$ cat src/rtl/aes_dec_chk_pkg.sv
package aes_dec_chk_pkg;

    localparam int BYTE_W   = 8;
    localparam int COL_ROWS = 4;
    localparam int COL_W    = BYTE_W * COL_ROWS;
    localparam int HALF_W   = BYTE_W / 2;

    typedef enum logic {
        ST_IDLE  = 1'b0,
        ST_VALID = 1'b1
    } chk_state_e;

    // multiply by x in GF(2^8), reduction polynomial 0x11B
    function automatic logic [BYTE_W-1:0] gf_dbl(input logic [BYTE_W-1:0] a);
        return {a[BYTE_W-2:0], 1'b0} ^ (a[BYTE_W-1] ? 8'h1B : 8'h00);
    endfunction

    // sel 0..3 picks 0x0E, 0x0B, 0x0D, 0x09
    function automatic logic [BYTE_W-1:0] gf_inv_coef_mul(input logic [1:0] sel,
                                                          input logic [BYTE_W-1:0] a);
        logic [BYTE_W-1:0] x2, x4, x8, res;
        x2 = gf_dbl(a);
        x4 = gf_dbl(x2);
        x8 = gf_dbl(x4);
        unique case (sel)
            2'd0:    res = x8 ^ x4 ^ x2;
            2'd1:    res = x8 ^ x2 ^ a;
            2'd2:    res = x8 ^ x4 ^ a;
            default: res = x8 ^ a;
        endcase
        return res;
    endfunction

endpackage

$ cat src/rtl/aes_col_sig.sv
module aes_col_sig
    import aes_dec_chk_pkg::*;
(
    input  logic [COL_W-1:0]  col_pre,
    input  logic [COL_W-1:0]  col_key,
    input  logic [COL_W-1:0]  col_out,
    output logic [HALF_W-1:0] flags
);

    logic [BYTE_W-1:0] sig;

    always_comb begin
        sig = '0;
        for (int j = 0; j < COL_ROWS; j++) begin
            sig ^= col_pre[j*BYTE_W +: BYTE_W]
                 ^ col_key[j*BYTE_W +: BYTE_W]
                 ^ col_out[j*BYTE_W +: BYTE_W];
        end
    end

    // fold low nibble against high nibble
    assign flags = sig[HALF_W-1:0] ^ sig[BYTE_W-1:HALF_W];

endmodule

$ cat config.mk
export PLATFORM = sky130hd
export DESIGN_NAME = aes_col_sig
export DESIGN_NICKNAME = d
export VERILOG_FILES = /design/src/rtl/aes_dec_chk_pkg.sv /design/src/rtl/aes_col_sig.sv
export SDC_FILE = /design/constraint.sdc
export NUM_CORES = 1
export LEC_CHECK = 0
export ABC_AREA = 1
export BUFFER_PORTS_ARGS = -buffer_cell sky130_fd_sc_hd__buf_2
export CORE_ASPECT_RATIO = 0.6
export CORE_MARGIN = 2
export CORE_UTILIZATION = 35
export DETAILED_ROUTE_END_ITERATION = 7
export PLACE_DENSITY_LB_ADDON = 0.25
export REMOVE_ABC_BUFFERS = 1
export SLEW_MARGIN = 20
export SYNTH_ARGS = -nofsm -noshare
export SYNTH_HDL_FRONTEND = slang
export SYNTH_SLANG_ARGS = --single-unit
$ cat constraint.sdc
create_clock -name vclk -period 1.5
set_input_delay 0.15 -clock vclk [all_inputs]
set_output_delay 0.15 -clock vclk [all_outputs]
set_load 0.01 [all_outputs]
==> impl_metrics.env <==
export IMPL_die_height_um=64.2
export IMPL_syn_to_final_growth_pct=28.4
export IMPL_critPathMaxFanout=3
export IMPL_drt_total_wl_um=5360
export IMPL_power_leakage_uw=0.00214
export IMPL_critPathSlowestCell="or2_1"
export IMPL_drt_iter0_markers=109
export IMPL_ioPinCount=100
export IMPL_hold_path_end="flags[2]"
export IMPL_n_clock_buffer=0
export IMPL_fin_crit_sh_pct=88.7
export IMPL_regArea_um2=0
export IMPL_synthTopCellsByArea="nand2_1 66%, inv_1 16%, nand3_1 14%, xnor2_1 1.2%, xor2_1 1.2%"
export IMPL_hold_viol=0
export IMPL_synth_most_common_cell="nand2_1"
export IMPL_seq_cell_count=0
export IMPL_setup_viol=0
export IMPL_cts_hold_buf=0
export IMPL_yosys_area_top_type="nand2_1"
export IMPL_synth_top_family_by_area="simple AND/OR/NAND/NOR gates"
export IMPL_powerDensity_nw_per_um2=313
export IMPL_finalSetupTns_ns=0
export IMPL_grt_pass1_vias=2705
export IMPL_cts_resized=0
export IMPL_tightestPinTransition_ns=0.179
export IMPL_ir_drop_mv=0.117
export IMPL_max_freq_ghz=0.752
export IMPL_cpPeakStageDelay_ns=0.25
export IMPL_grt_antenna_before_repair=0
export IMPL_synth_fa_ha_area_share_pct=0
export IMPL_antenna_cells=0
export IMPL_arrival_ns=1.18
export IMPL_start_util_pct=37.1
export IMPL_finalNetCount=731
export IMPL_dpl_cell_area_um2=2720
export IMPL_max_cap_violations=0
export IMPL_final_util_pct=47.6
export IMPL_path_cells="buf_2 > or2_1 > nand2_1 > nand2_1 > nand2_1 > nand2_1 > nand2_1 > nand2_1 > nand2_1 > nand2_1 > nand2_1 > buf_2"
export IMPL_portBuffers=100
export IMPL_num_vias=3085
export IMPL_yosys_warnings=0
export IMPL_synth_top_area_share_pct=66.0
export IMPL_routed_via_density=4.33
export IMPL_place_hpwl_um=4920
export IMPL_syn_area_um2=2110
export IMPL_fin_hold_ws_ns=0.943
export IMPL_layout_min_cycle_time_ns=1.33
export IMPL_grt_pass1_wl_um=9750
export IMPL_muxShareOfSynthArea_pct=0
export IMPL_wire_per_inst_um=7.52
export IMPL_gp_congestion=0.791
export IMPL_drive_above_1_share_pct=15.8
export IMPL_crit_type="in2out"
export IMPL_coreArea_um2=5700
export IMPL_drc=0
export IMPL_hp_start="col_out[26]"
export IMPL_relSlewSlack_pct=88.0
export IMPL_drv_slew=0
export IMPL_die_area_um2=6700
export IMPL_rsz0062_at_grt="no"
export IMPL_worst_path_most_repeated_cell="nand2_1"
export IMPL_synth_compound_area_share_pct=0
export IMPL_final_area_um2=2720
export IMPL_cts_setup_buffers=0
export IMPL_grt_overflow=0
export IMPL_yosys_top_cells_count="372 x nand2_1, 92 x inv_1, 59 x nand3_1"
export IMPL_core_rowCount=21
export IMPL_synth_simple_area_share_pct=81.2
export IMPL_cp_required_ns=1.35
export IMPL_drt_pre_antenna_iters=4
export IMPL_synth_seq_area_share_pct=0
export IMPL_holdPathStages=10
export IMPL_antenna_left=0
export IMPL_hold_path_class="in2out"
export IMPL_synth_distinct_cells=6
export IMPL_critPathLaunchType="input pin"
export IMPL_status="finished, final reports clean"
export IMPL_fp_dieW_um=104
export IMPL_grt_start_max_net_pins=5
export IMPL_syn_inst=533
export IMPL_synth_xor_area_share_pct=2.49
export IMPL_synth_avg_cell_area_um2=3.97
export IMPL_worstSetupEndpointType="output port"
export IMPL_grt_usage_pct=15.9
worst max-delay path by stage:
| stage | from | endpoint | cells past startpoint |
|---|---|---|---|
| floorplan | col_key[10] | flags[2] | 10 |
| global placement | col_key[22] | flags[2] | 12 |
| detailed placement | col_key[30] | flags[2] | 12 |
| CTS | col_key[30] | flags[2] | 12 |
| global route | col_key[26] | flags[2] | 12 |
| finish | col_key[30] | flags[2] | 12 |
logic make-up after synthesis:
logic type    Yosys count
simple gates          435
xor+xnor                6
buf+inv                92
worst max-delay path, delay by kind of cell:
kind / cells / cell delay, ns
simple gates: 10 / 0.82
buf+inv: 2 / 0.22
placed cells by master (no fill, tap or decap), drive strengths merged:
cell	instances
xnor2	3
xor2	3
buf	100
nand3	59
nand2	372
inv	92
or2	4
metrics by stage:
stage | setup slack [ns] | cells | total power [µW]
floorplan | 0.431 | 533 | 567
global placement | 0.203 | 713 | 817
detailed placement | 0.168 | 713 | 853
CTS | 0.166 | 713 | 856
global route | 0.00192 | 713 | 1010
finish | 0.169 | 713 | 851
power by group:
group / internal, µW / switching [µW]
registers: 0 / 0
clock network: 0 / 0
logic: 342 / 509
total: 342 / 509
metal layers:
| layer | track usage, % | vias up | part of all wire (%) |
|---|---|---|---|
| li1 | - | 1778 | - |
| met4 | 1.35 | 0 | 0.15 |
| met2 | 29.7 | 52 | 43 |
| met3 | 0.612 | 2 | 3.8 |
| met1 | 21.0 | 1253 | 53 |
| met5 | 0 | - | 0 |
final cells by class:
class	count	area [µm²]
tap	80	100
multi-input combinational	441	1770
timing repair buffer	100	500
inverter	92	345
fill	661	2990
No activity file was read; power rests on OpenSTA's default activity.
